$ cat src/rtl/l1d_intake_pkg.sv
`timescale 1ns/1ps
package l1d_intake_pkg;
  localparam int NUM_PIPES = 3;
  localparam int IDX_REPLY = 0;
  localparam int IDX_REQ   = 1;
  localparam int IDX_COH   = 2;

  typedef enum logic [1:0] {
    ROUTE_TAG      = 2'd0,
    ROUTE_SYSCTL   = 2'd1,
    ROUTE_UNCACHED = 2'd2
  } req_route_e;
endpackage

$ cat src/rtl/intake_pipe.sv
`timescale 1ns/1ps
module intake_pipe #(
  parameter int NPORTS = 1,
  parameter int W      = 32,
  localparam int CW    = $clog2(NPORTS + 1),
  localparam int IW    = (NPORTS > 1) ? $clog2(NPORTS) : 1
) (
  input  logic                 clk,
  input  logic                 rst_n,
  input  logic                 in_valid,
  input  logic [W-1:0]         in_data,
  input  logic                 accept_en,
  output logic                 in_ready,
  output logic [NPORTS-1:0]    slot_valid,
  output logic [NPORTS*W-1:0]  slot_data,
  input  logic [NPORTS-1:0]    slot_done,
  output logic [CW-1:0]        retired
);
  logic [NPORTS-1:0] vld_q, vld_d;
  logic [W-1:0]      dat_q [NPORTS];
  logic [W-1:0]      dat_d [NPORTS];
  logic [NPORTS-1:0] pres;
  logic [NPORTS-1:0] ret;
  logic [CW-1:0]     occ;

  // presentation stops at the first empty holding register
  always_comb begin
    logic run;
    run = 1'b1;
    for (int i = 0; i < NPORTS; i++) begin
      run     = run & vld_q[i];
      pres[i] = run;
    end
  end

  assign ret        = pres & slot_done;
  assign occ        = CW'($countones(vld_q));
  assign retired    = CW'($countones(ret));
  assign in_ready   = accept_en && (occ < CW'(NPORTS));
  assign slot_valid = pres;

  generate
    for (genvar g = 0; g < NPORTS; g++) begin : g_out
      assign slot_data[g*W +: W] = dat_q[g];
    end
  endgenerate

  // compact survivors toward slot 0, then append the new arrival
  always_comb begin
    int wp;
    wp    = 0;
    vld_d = '0;
    for (int i = 0; i < NPORTS; i++) dat_d[i] = dat_q[i];
    for (int i = 0; i < NPORTS; i++) begin
      if (vld_q[i] && !ret[i]) begin
        vld_d[wp[IW-1:0]] = 1'b1;
        dat_d[wp[IW-1:0]] = dat_q[i];
        wp++;
      end
    end
    if (in_valid && in_ready && (wp < NPORTS)) begin
      vld_d[wp[IW-1:0]] = 1'b1;
      dat_d[wp[IW-1:0]] = in_data;
    end
  end

  always_ff @(posedge clk) begin
    if (!rst_n) begin
      vld_q <= '0;
      for (int i = 0; i < NPORTS; i++) dat_q[i] <= '0;
    end else begin
      vld_q <= vld_d;
      for (int i = 0; i < NPORTS; i++) dat_q[i] <= dat_d[i];
    end
  end
endmodule

$ cat src/rtl/req_steer.sv
`timescale 1ns/1ps
module req_steer
  import l1d_intake_pkg::*;
(
  input  logic req_valid,
  input  logic req_sysctl,
  input  logic req_uncached,
  input  logic req_prefetch,
  input  logic sc_ready,
  input  logic ub_ready,
  input  logic tag_ready,
  output logic sc_valid,
  output logic ub_valid,
  output logic tag_valid,
  output logic req_ready,
  output logic tag_take,
  output logic side_take,
  output logic release_ok
);
  req_route_e route;

  always_comb begin
    if (req_sysctl)        route = ROUTE_SYSCTL;
    else if (req_uncached) route = ROUTE_UNCACHED;
    else                   route = ROUTE_TAG;

    sc_valid  = req_valid && (route == ROUTE_SYSCTL);
    ub_valid  = req_valid && (route == ROUTE_UNCACHED);
    tag_valid = req_valid && (route == ROUTE_TAG);

    unique case (route)
      ROUTE_SYSCTL:   req_ready = sc_ready;
      ROUTE_UNCACHED: req_ready = ub_ready;
      default:        req_ready = tag_ready;
    endcase

    tag_take   = tag_valid && tag_ready;
    side_take  = (sc_valid && sc_ready) || (ub_valid && ub_ready);
    release_ok = tag_take && !req_prefetch;
  end
endmodule

$ cat src/rtl/l1d_intake.sv
`timescale 1ns/1ps
module l1d_intake
  import l1d_intake_pkg::*;
#(
  parameter int NPORTS = 1,
  parameter int W      = 32,
  localparam int CNTW  = $clog2(NUM_PIPES*NPORTS + 1)
) (
  input  logic                           clk,
  input  logic                           rst_n,
  input  logic                           rep_valid,
  input  logic [W-1:0]                   rep_data,
  output logic                           rep_ready,
  input  logic                           req_valid,
  input  logic [W-1:0]                   req_data,
  input  logic                           req_sysctl,
  input  logic                           req_uncached,
  input  logic                           req_prefetch,
  input  logic                           req_q_full,
  output logic                           req_ready,
  input  logic                           coh_valid,
  input  logic [W-1:0]                   coh_data,
  output logic                           coh_ready,
  input  logic [NUM_PIPES-1:0]           pipe_accept,
  output logic                           sc_valid,
  output logic [W-1:0]                   sc_data,
  input  logic                           sc_ready,
  output logic                           ub_valid,
  output logic [W-1:0]                   ub_data,
  input  logic                           ub_ready,
  output logic                           rel_strobe,
  output logic [NUM_PIPES*NPORTS-1:0]    slot_valid,
  output logic [NUM_PIPES*NPORTS*W-1:0]  slot_data,
  input  logic [NUM_PIPES*NPORTS-1:0]    slot_done,
  output logic [CNTW-1:0]                inpipe_cnt,
  output logic                           req_full,
  output logic                           in_empty
);
  localparam int PCW = $clog2(NPORTS + 1);

  logic           pin_valid [NUM_PIPES];
  logic [W-1:0]   pin_data  [NUM_PIPES];
  logic           pin_ready [NUM_PIPES];
  logic [PCW-1:0] pret      [NUM_PIPES];

  logic tag_valid, tag_take, side_take, release_ok;
  logic [CNTW-1:0] cnt_q, cnt_d;
  logic full_q, empty_q, blocked;

  req_steer u_steer (
    .req_valid    (req_valid),
    .req_sysctl   (req_sysctl),
    .req_uncached (req_uncached),
    .req_prefetch (req_prefetch),
    .sc_ready     (sc_ready),
    .ub_ready     (ub_ready),
    .tag_ready    (pin_ready[IDX_REQ]),
    .sc_valid     (sc_valid),
    .ub_valid     (ub_valid),
    .tag_valid    (tag_valid),
    .req_ready    (req_ready),
    .tag_take     (tag_take),
    .side_take    (side_take),
    .release_ok   (release_ok)
  );

  assign sc_data    = req_data;
  assign ub_data    = req_data;
  assign rel_strobe = release_ok;

  assign pin_valid[IDX_REPLY] = rep_valid;
  assign pin_data [IDX_REPLY] = rep_data;
  assign pin_valid[IDX_REQ]   = tag_valid;
  assign pin_data [IDX_REQ]   = req_data;
  assign pin_valid[IDX_COH]   = coh_valid;
  assign pin_data [IDX_COH]   = coh_data;

  assign rep_ready = pin_ready[IDX_REPLY];
  assign coh_ready = pin_ready[IDX_COH];

  generate
    for (genvar p = 0; p < NUM_PIPES; p++) begin : g_pipe
      intake_pipe #(.NPORTS(NPORTS), .W(W)) u_pipe (
        .clk        (clk),
        .rst_n      (rst_n),
        .in_valid   (pin_valid[p]),
        .in_data    (pin_data[p]),
        .accept_en  (pipe_accept[p]),
        .in_ready   (pin_ready[p]),
        .slot_valid (slot_valid[p*NPORTS +: NPORTS]),
        .slot_data  (slot_data[p*NPORTS*W +: NPORTS*W]),
        .slot_done  (slot_done[p*NPORTS +: NPORTS]),
        .retired    (pret[p])
      );
    end
  endgenerate

  always_comb begin
    int s;
    s = int'(cnt_q);
    for (int p = 0; p < NUM_PIPES; p++) begin
      if (pin_valid[p] && pin_ready[p]) s = s + 1;
      s = s - int'(pret[p]);
    end
    cnt_d = CNTW'(s);
  end

  assign blocked = (rep_valid && !rep_ready) ||
                   (req_valid && !req_ready) ||
                   (coh_valid && !coh_ready);

  always_ff @(posedge clk) begin
    if (!rst_n) begin
      cnt_q   <= '0;
      full_q  <= 1'b0;
      empty_q <= 1'b1;
    end else begin
      cnt_q   <= cnt_d;
      empty_q <= !blocked;
      if (tag_take)       full_q <= 1'b0;
      else if (side_take) full_q <= req_q_full;
    end
  end

  assign inpipe_cnt = cnt_q;
  assign req_full   = full_q;
  assign in_empty   = empty_q;
endmodule

$ cat config.mk
export PLATFORM = sky130hd
export DESIGN_NAME = l1d_intake
export DESIGN_NICKNAME = d
export VERILOG_FILES = /design/src/rtl/l1d_intake_pkg.sv /design/src/rtl/intake_pipe.sv /design/src/rtl/req_steer.sv /design/src/rtl/l1d_intake.sv
export SDC_FILE = /design/constraint.sdc
export NUM_CORES = 1
export LEC_CHECK = 0
export BUFFER_PORTS_ARGS = -buffer_cell sky130_fd_sc_hd__buf_2
export CAP_MARGIN = 40
export CORE_MARGIN = 5
export CORE_UTILIZATION = 43
export CTS_CLUSTER_SIZE = 12
export DETAILED_ROUTE_END_ITERATION = 7
export PLACE_DENSITY_LB_ADDON = 0.3
export SLEW_MARGIN = 20
export SYNTH_ARGS = -nofsm -noshare
export SYNTH_HDL_FRONTEND = slang
export SYNTH_SLANG_ARGS = --single-unit
$ cat constraint.sdc
create_clock -name clk -period 3.95 [get_ports clk]
set_input_delay 0.395 -clock clk [delete_from_list [all_inputs] [get_ports clk]]
set_output_delay 0.395 -clock clk [all_outputs]
set_load 0.05 [all_outputs]
==> results.txt, run 1 <==
Run status = complete, no violations
WHS Endpoint = g_pipe[0].u_pipe.dat_q[0][9]
Post-Syn Nets = 660
Cts hold-fix bufs = 0
RSZ-0062 raised after global routing = false
Fillers = 986
Arrival @ worst endpoint = 3.21 ns
Initial Utilization = 44.06%
Post-DRT Antenna Nets = 0
Final Hold Fails = 0
EDFF count, synth = 0
Fraction of layout cells with a size suffix above 1 = 41.15%
Worst slew margin = 50.62%
FMAX = 0.3440 GHz
Yosys warnings = 0
Capturing point of the worst reg2reg path = inpipe_cnt[1]
Post-synth ARST share = 0%
Maxcap violations = 0
Cells after Synth = 544
Final-report max-slew violation count = 0
Commonest non-fill, non-tap cell in the layout = buf_2
Die area = 12,730 um2
Main flop type after synthesis = dfxtp_1
Reg2Reg Depth = 12
Skew-Pair Late Insertion Delay = 0.36 ns
Hold_ws = 0.2749 ns
Clk slew on worst S/H paths = 0.09 ns
Total wire length = 12,820 um
First-pass GRT wire length = 19,870 um
Worst path required time = 4.25 ns
# port buffers = 285
Layout Utilization = 55.74%
CP endpoint kind = flop
FP Rows = 37
Critical path type = flop to flop
Most frequent cells in the layout = buf_2 (285), nand2_1 (197), dfxtp_1 (103)
H-tree depth = 3
Unique cell type count in the Yosys netlist = 28
Pin count of the biggest net entering global routing = 43
Core ar. = 10,320 um2
Via Count = 4,083
Reg2Reg Launch Point = g_pipe[0].u_pipe.slot_valid
Layout Nets = 864
Sequential share of the synthesized area = 45.34%
Fin crit share = 73.60%
Final Cell Area = 5754 um2
HPWL after detailed placement = 10,190 um
Least-Margin Pin Slew = 0.7389 ns
Tmin final = 2.907 ns
Hold Path Class = primary input to flop
Fin Setup TNS = 0 ns
Register bit total from synthesis = 103
Routability cong. = 0.8949
CTS tree = built
Synth Area per Inst = 8.361 um2
Crit Path Max Fanout = 5
Resize count post-CTS = 0
WL/cell = 14.45 um
Post-Route Skew = 0.008732 ns
# DRC = 0
Die Y-Extent = 112.8 um
Hold path start = rep_data[9]
Hold depth = 3
Syn-to-layout area delta = 26.52%
Pre-antenna DRT Iters = 4
Diode count = 0
Mapped cell area = 4548 um2
Vias in the first global route = 4,024
Gr usage total = 19.30%
Worst R2R Setup Slack = 1.04 ns
Antenna violations before repair = 0
Maximum vdd drop = 0.2415 mV
Sink Count = 103
# setup viols final = 0
LEAKAGE = 2.773 nW
Via density per instance = 4.603
Initial DRC Count = 112
Die width = 112.8 um
Clock Tree Buf Depth = 2
Crit start category = flop
Post CTS Setup Buffer Count = 0
Placed Area = 5578 um2
IO Count = 286
Total gr overflow = 0
Number of CTS-inserted buffers = 9
Power per cell area = 409.4 nW/um2
Root Buffer = clkbuf_8
-- area by class of cell --
cell class / count / area, um2 / share of cell area (%)
repair buffers: 292 / 1519 / 26.40
multi-input cells: 339 / 1815 / 31.55
flip-flops and latches: 103 / 2062 / 35.83
clock inverters: 4 / 48.80 / 0.8480
clock buffers: 10 / 127.6 / 2.218
well taps: 136 / 170.2 / 2.957
inverters: 3 / 11.26 / 0.1957
-- cells in the mapped netlist, drive strengths merged (2+ instances only) --
cell | n | area (um2)
inv | 3 | 11.26
clkbuf | 19 | 71.32
o21ai | 2 | 10.01
a21oi | 3 | 15.01
ha | 3 | 37.54
nor2b | 6 | 37.54
nor2 | 3 | 13.77
and2 | 6 | 37.54
buf | 80 | 593.1
xnor2 | 6 | 52.55
nand2 | 197 | 739.5
nand2b | 4 | 25.02
a21boi | 99 | 743.2
dfxtp | 103 | 2062
-- stage by stage --
stage	power (mW)	setup slack, ns	std cells
6_report	2.356	1.043	887
5_1_grt	2.468	0.7724	887
4_1_cts	2.396	0.9603	887
3_5_place_dp	1.766	0.8709	873
3_3_place_gp	1.748	1.064	870
2_1_floorplan	1.625	0.2204	544
-- registers in the layout, summed over array words and instances, names as in the netlist --
signal	cells
g_pipe.u_pipe.dat_q	96
g_pipe.u_pipe.slot_valid	3
in_empty	1
inpipe_cnt	2
req_full	1
-- report_power, final --
group,internal [mW],switching (mW)
Clock,0.286,0.335
Sequential,1.08,0.0240
Combinational,0.175,0.452
Total,1.54,0.811
-- metal layers --
layer	part of all wire [%]	GRT usage, %	wire (um)	up-vias
met4	2.0	7.051	252	0
met3	9.1	5.668	1167	16
li1	-	-	-	2069
met5	0	0	0	-
met1	38	20.63	4859	1837
met2	51	35.78	6537	161
-- critical path, stage by stage, from the launching register on --
cell,delay [ns]
dfxtp_1,0.35
nor2b_1,0.23
and2_1,0.21
xnor2_1,0.14
ha_1,0.29
xnor2_1,0.20
ha_1,0.29
xnor2_1,0.14
ha_1,0.19
xnor2_1,0.13
xnor2_1,0.22
xnor3_1,0.35
nor2b_1,0.10
-- cells by family after synthesis --
| group | after synthesis | share of synthesized area, % |
|---|---|---|
| and+or+nand+nor | 222 | 19.89 |
| DFF | 103 | 45.34 |
| AOI/OAI and AO/OA | 106 | 17.25 |
| xor gates and xnor gates | 8 | 1.843 |
| adders and majority gates | 3 | 0.8254 |
| buffers and inverters | 102 | 14.86 |
-- worst max-delay path by stage --
stage | start | to | slack [ns] | depth (start not counted)
6_report | g_pipe[0].u_pipe.slot_valid | inpipe_cnt[1] | 1.04 | 12
2_1_floorplan | pipe_accept[0] | inpipe_cnt[1] | 0.22 | 14
3_3_place_gp | pipe_accept[0] | inpipe_cnt[1] | 1.06 | 13
5_1_grt | g_pipe[0].u_pipe.slot_valid | inpipe_cnt[1] | 0.77 | 12
4_1_cts | g_pipe[0].u_pipe.slot_valid | inpipe_cnt[1] | 0.96 | 12
3_5_place_dp | pipe_accept[0] | inpipe_cnt[1] | 0.87 | 13
Note: power is estimated with default switching activity, not from simulation.
==> inputs of run 2 (changes only) <==
==> constraint.sdc (replaced) <==
create_clock -name clk -period 2.9 [get_ports clk]
set_input_delay 0.29 -clock clk [delete_from_list [all_inputs] [get_ports clk]]
set_output_delay 0.29 -clock clk [all_outputs]
set_load 0.05 [all_outputs]
==> results.txt, run 2 (same netlist as run 1, synthesis figures left out) <==
Dpl cells = 874 (was 873)
Register Area = 2063 um2 (was 2062 um2)
Clk slew on worst S/H paths = 0.10 ns (was 0.09 ns)
Crit-path slowest cell = nor4bb_1 (was dfxtp_1)
WL/cell = 14.20 um (was 14.45 um)
IO Count = 286 (unchanged)
Resize count post-CTS = 0 (unchanged)
Largest Register = g_pipe.u_pipe.dat_q (unchanged)
Run status = complete, no violations (unchanged)
Hold depth = 3 (unchanged)
Finished Layout Cells = 889 (was 887)
# setup viols final = 0 (unchanged)
Gr usage total = 19.00% (was 19.30%)
Hold path start = coh_data[3] (was rep_data[9])
CP Cell Sequence = nor2b_4, and2_1, xnor2_1, ha_1, xnor2_1, ha_1, nor4bb_1, xor2_1, xnor3_1, nor2b_1 (was nor2b_1, and2_1, xnor2_1, ha_1, xnor2_1, ha_1, xnor2_1, ha_1, xnor2_1, xnor2_1, xnor3_1, nor2b_1)
Layout Nets = 865 (was 864)
Fillers = 973 (was 986)
RSZ-0062 raised after global routing = false (unchanged)
FP Rows = 37 (unchanged)
Syn-to-layout area delta = 26.71% (was 26.52%)
Via Count = 4,088 (was 4,083)
Post-DRT Antenna Nets = 0 (unchanged)
Pin count of the biggest net entering global routing = 64 (was 43)
Initial DRC Count = 107 (was 112)
Final worst slack = 0.2335 ns (was 1.043 ns)
Die Y-Extent = 112.8 um (unchanged)
Total gr overflow = 0 (unchanged)
FMAX = 0.3750 GHz (was 0.3440 GHz)
Reg2Reg Depth = 10 (was 12)
Initial Utilization = 44.06% (unchanged)
CP endpoint kind = flop (unchanged)
Worst path required time = 3.20 ns (was 4.25 ns)
Antenna violations before repair = 0 (unchanged)
Final-report max-slew violation count = 0 (unchanged)
Post CTS Setup Buffer Count = 0 (unchanged)
Skew-Pair Late Insertion Delay = 0.36 ns (about the same)
Least-Margin Pin Slew = 0.5204 ns (was 0.7389 ns)
Crit start category = flop (unchanged)
Area taken by multi-input logic gates = 1828 um2 (was 1815 um2)
# DRC = 0 (unchanged)
Sink Count = 103 (unchanged)
LEAKAGE = 2.777 nW (was 2.773 nW)
Fraction of layout cells with a size suffix above 1 = 41.97% (was 41.15%)
First-pass GRT wire length = 19,480 um (was 19,870 um)
Total wire length = 12,630 um (was 12,820 um)
Arrival @ worst endpoint = 2.97 ns (was 3.21 ns)
Final Hold Fails = 0 (unchanged)
Worst slew margin = 65.31% (was 50.62%)
Die width = 112.8 um (unchanged)
Crit Path Max Fanout = 5 (unchanged)
HPWL after detailed placement = 9931 um (was 10,190 um)
Dpl ws = 0.1082 ns (was 0.8709 ns)
Pre-antenna DRT Iters = 4 (unchanged)
Number of CTS-inserted buffers = 9 (unchanged)
Post-Route Skew = 0.01020 ns (was 0.008732 ns)
Via density per instance = 4.598 (was 4.603)
H-tree depth = 3 (unchanged)
# port buffers = 285 (unchanged)
Cts hold-fix bufs = 0 (unchanged)
Capturing point of the worst reg2reg path = inpipe_cnt[1] (unchanged)
Max reg flops = 96 (unchanged)
Maximum vdd drop = 0.2584 mV (was 0.2415 mV)
Vias in the first global route = 3,953 (was 4,024)
Maxcap violations = 0 (unchanged)
Root Buffer = clkbuf_8 (unchanged)
CTS tree = built (unchanged)
Diode count = 0 (unchanged)
Die area = 12,730 um2 (unchanged)
Most frequent cells in the layout = buf_2 (285), nand2_1 (197), dfxtp_1 (102) (was buf_2 (285), nand2_1 (197), dfxtp_1 (103))
Clock Tree Buf Depth = 2 (unchanged)
Power per cell area = 568.4 nW/um2 (was 409.4 nW/um2)
Reg2Reg Launch Point = g_pipe[0].u_pipe.slot_valid (unchanged)
Layout Utilization = 55.82% (was 55.74%)
Fin crit share = 91.95% (was 73.60%)
Routability cong. = 0.8514 (was 0.8949)
Worst R2R Setup Slack = 0.23 ns (was 1.04 ns)
CP max stage delay = 0.38 ns (was 0.35 ns)
Commonest non-fill, non-tap cell in the layout = buf_2 (unchanged)
WHS Endpoint = g_pipe[2].u_pipe.dat_q[0][3] (was g_pipe[0].u_pipe.dat_q[0][9])
Hold Path Class = primary input to flop (unchanged)
Tmin final = 2.666 ns (was 2.907 ns)
Total power draw = 3.275 mW (was 2.356 mW)
Core ar. = 10,320 um2 (unchanged)
Critical path type = flop to flop (unchanged)
-- run 2: report_power, final --
part	switching, mW	internal, mW
Sequential	0.0318	1.48
Clock	0.494	0.429
Combinational	0.614	0.230
-- run 2: how the worst max path moves through the flow --
| stage | start | slack [ns] | endpoint |
|---|---|---|---|
| final | g_pipe[0].u_pipe.slot_valid | 0.23 | inpipe_cnt[1] |
| after global placement | pipe_accept[0] | 0.26 | inpipe_cnt[1] |
| after CTS | g_pipe[0].u_pipe.slot_valid | 0.19 | inpipe_cnt[1] |
| after detailed placement | pipe_accept[0] | 0.11 | inpipe_cnt[1] |
| after global routing | g_pipe[0].u_pipe.slot_valid | 0.03 | inpipe_cnt[1] |
| after floorplan | g_pipe[0].u_pipe.slot_valid | -0.03 | inpipe_cnt[1] |
-- run 2: area by class of cell --
type,count,area share [%]
Multi-Input combinational cell,339,31.72
Clock buffer,10,2.388
Inverter,3,0.1954
Clock inverter,5,1.151
Timing Repair Buffer,293,25.79
Sequential cell,103,35.80
Tap cell,136,2.953
-- run 2: critical path, delay by kind of cell, from the launching register on --
kind | cells | cell delay [ns]
xor+xnor | 4 | 0.80
fa+ha+maj | 2 | 0.66
flops | 1 | 0.36
simple gates | 4 | 0.78
-- run 2: through the flow --
stage | instance area [um2] | TNS (ns) | hold WS, ns
2_1_floorplan | 4574 | -0.03046 | 0.4249
3_3_place_gp | 5559 | 0 | 0.4399
3_5_place_dp | 5559 | 0 | 0.4426
4_1_cts | 5763 | 0 | 0.1401
5_1_grt | 5763 | 0 | 0.1342
6_report | 5763 | 0 | 0.1661
-- run 2: routing by layer --
metal,vias to the layer above,wire length [um],part of all wire [%],GRT usage [%]
met2,165,6402,51,33.53
met5,-,0,0,0
met4,0,282,2.2,7.772
li1,2070,-,-,-
met1,1831,4788,38,20.87
met3,22,1152,9.1,6.417
==> inputs of run 3 (changes only) <==
==> constraint.sdc (replaced) <==
create_clock -name clk -period 2.9 [get_ports clk]
set_input_delay 0 -clock clk [delete_from_list [all_inputs] [get_ports clk]]
set_output_delay 0 -clock clk [all_outputs]
set_load 0.05 [all_outputs]
==> results.txt, run 3 (same netlist as run 1, synthesis figures left out) <==
Syn-to-layout area delta = 50.29% (was 26.71%)
Sink Count = 103 (unchanged)
Final-report max-slew violation count = 0 (unchanged)
Crit start category = flop (unchanged)
Reg2Reg Launch Point = g_pipe[0].u_pipe.slot_valid (unchanged)
Skew-Pair Late Insertion Delay = 0.36 ns (about the same)
Worst path required time = 3.19 ns (was 3.20 ns)
Least-Margin Pin Slew = 0.5853 ns (was 0.5204 ns)
Post CTS Setup Buffer Count = 0 (unchanged)
Arrival @ worst endpoint = 2.87 ns (was 2.97 ns)
WL/cell = 14.84 um (was 14.20 um)
Via density per instance = 4.618 (was 4.598)
Post-DRT Antenna Nets = 0 (unchanged)
Die area = 12,730 um2 (unchanged)
Diode count = 0 (unchanged)
Tmin final = 2.577 ns (was 2.666 ns)
Worst R2R Setup Slack = 0.32 ns (was 0.23 ns)
Commonest non-fill, non-tap cell in the layout = buf_2 (unchanged)
Post-Route Skew = 0.007342 ns (was 0.01020 ns)
# DRC = 0 (unchanged)
Reg2Reg Depth = 12 (was 10)
Power per cell area = 518.2 nW/um2 (was 568.4 nW/um2)
Pin count of the biggest net entering global routing = 64 (unchanged)
CP endpoint kind = flop (unchanged)
Layout Nets = 967 (was 865)
Total wire length = 14,720 um (was 12,630 um)
Routability cong. = 0.8496 (was 0.8514)
Maximum vdd drop = 0.3301 mV (was 0.2584 mV)
Hold path start = coh_valid (was coh_data[3])
CTS tree = built (unchanged)
Die Y-Extent = 112.8 um (unchanged)
FP Rows = 37 (unchanged)
Final Hold Fails = 0 (unchanged)
RSZ-0062 raised after global routing = false (unchanged)
Antenna violations before repair = 0 (unchanged)
Critical path type = flop to flop (unchanged)
Vias in the first global route = 4,606 (was 3,953)
Max reg flops = 96 (unchanged)
Clk slew on worst S/H paths = 0.10 ns (about the same)
Total gr overflow = 0 (unchanged)
Core ar. = 10,320 um2 (unchanged)
Worst slew margin = 60.98% (was 65.31%)
Most frequent cells in the layout = buf_2 (285), nand2_1 (197), dlygate4sd3_1 (103) (was buf_2 (285), nand2_1 (197), dfxtp_1 (102))
Fin crit share = 88.88% (was 91.95%)
Hold Path Class = primary input to flop (unchanged)
WHS Endpoint = in_empty (was g_pipe[2].u_pipe.dat_q[0][3])
Pre-antenna DRT Iters = 5 (was 4)
# setup viols final = 0 (unchanged)
Die width = 112.8 um (unchanged)
Number of CTS-inserted buffers = 9 (unchanged)
Hold_ws = 0.07822 ns (was 0.1661 ns)
Initial Utilization = 44.06% (unchanged)
Run status = complete, no violations (unchanged)
Crit Path Max Fanout = 5 (unchanged)
H-tree depth = 3 (unchanged)
FMAX = 0.3880 GHz (was 0.3750 GHz)
IO Count = 286 (unchanged)
Initial DRC Count = 186 (was 107)
# port buffers = 285 (unchanged)
First-pass GRT wire length = 23,240 um (was 19,480 um)
Hold depth = 4 (was 3)
Fraction of layout cells with a size suffix above 1 = 36.92% (was 41.97%)
Via Count = 4,581 (was 4,088)
Capturing point of the worst reg2reg path = inpipe_cnt[1] (unchanged)
Maxcap violations = 0 (unchanged)
Clock Tree Buf Depth = 2 (unchanged)
LEAKAGE = 3.227 nW (was 2.777 nW)
Fin Setup TNS = 0 ns (unchanged)
Largest Register = g_pipe.u_pipe.dat_q (unchanged)
HPWL after detailed placement = 9959 um (was 9931 um)
Root Buffer = clkbuf_8 (unchanged)
Gr usage total = 22.44% (was 19.00%)
## run 3: worst max path at each step
| stage | startpoint | slack, ns | end | cells after the start |
|---|---|---|---|---|
| 2_1_floorplan | g_pipe[0].u_pipe.slot_valid | -0.03 | inpipe_cnt[1] | 14 |
| 6_report | g_pipe[0].u_pipe.slot_valid | 0.32 | inpipe_cnt[1] | 12 |
| 4_1_cts | g_pipe[0].u_pipe.slot_valid | 0.29 | inpipe_cnt[1] | 12 |
| 5_1_grt | g_pipe[0].u_pipe.slot_valid | 0.05 | inpipe_cnt[1] | 12 |
| 3_3_place_gp | g_pipe[0].u_pipe.slot_valid | 0.38 | inpipe_cnt[1] | 10 |
| 3_5_place_dp | g_pipe[0].u_pipe.slot_valid | 0.33 | inpipe_cnt[1] | 10 |
## run 3: what timing repair did
action,4_1_cts,5_1_grt
hold endpoints to repair,101,0
hold buffers,103,0
resized for setup,0,0
## run 3: routing by layer
layer / global-route usage, % / vias up / share of wire (%)
li1: - / 2276 / -
met1: 23.79 / 2084 / 36
met2: 41.11 / 191 / 53
met3: 6.684 / 30 / 8.4
met4: 9.455 / 0 / 2.5
met5: 0 / - / 0
## run 3: metrics by stage
stage	instance area (um2)	total power, mW	std cells	setup WS [ns]	utilization, %
floorplan	4574	2.213	544	-0.03046	-
global placement	5544	2.379	872	0.3839	53.70
detailed placement	5559	2.393	873	0.3272	53.85
global route	6835	3.700	992	0.05476	66.21
finish	6835	3.542	992	0.3226	66.21
CTS	6835	3.576	992	0.2878	66.21
## run 3: critical path, stage by stage (launching register included)
cell,delay (ns)
dfxtp_2,0.36
nor2b_4,0.13
and2_1,0.17
xnor2_1,0.07
ha_1,0.33
xnor2_1,0.15
ha_1,0.32
xnor2_1,0.17
ha_2,0.21
xnor2_2,0.12
xnor2_1,0.14
xnor3_1,0.22
nor2b_1,0.11
## run 3: final cells by class
type                    count  area, um2
fillers                   816       3488
repair buffers            395       2517
flip-flops and latches    103       2063
multi-input cells         339       1828
well taps                 136      170.2
clock buffers              10      137.6
clock inverters             6      107.6
inverters                   3      11.26
## run 3: where the power goes
group          leakage, nW  switching, mW  internal, mW
clock network        0.122          0.478         0.594
registers            0.839         0.0329          1.48
logic                 2.27          0.640         0.321
total                 3.23           1.15          2.39
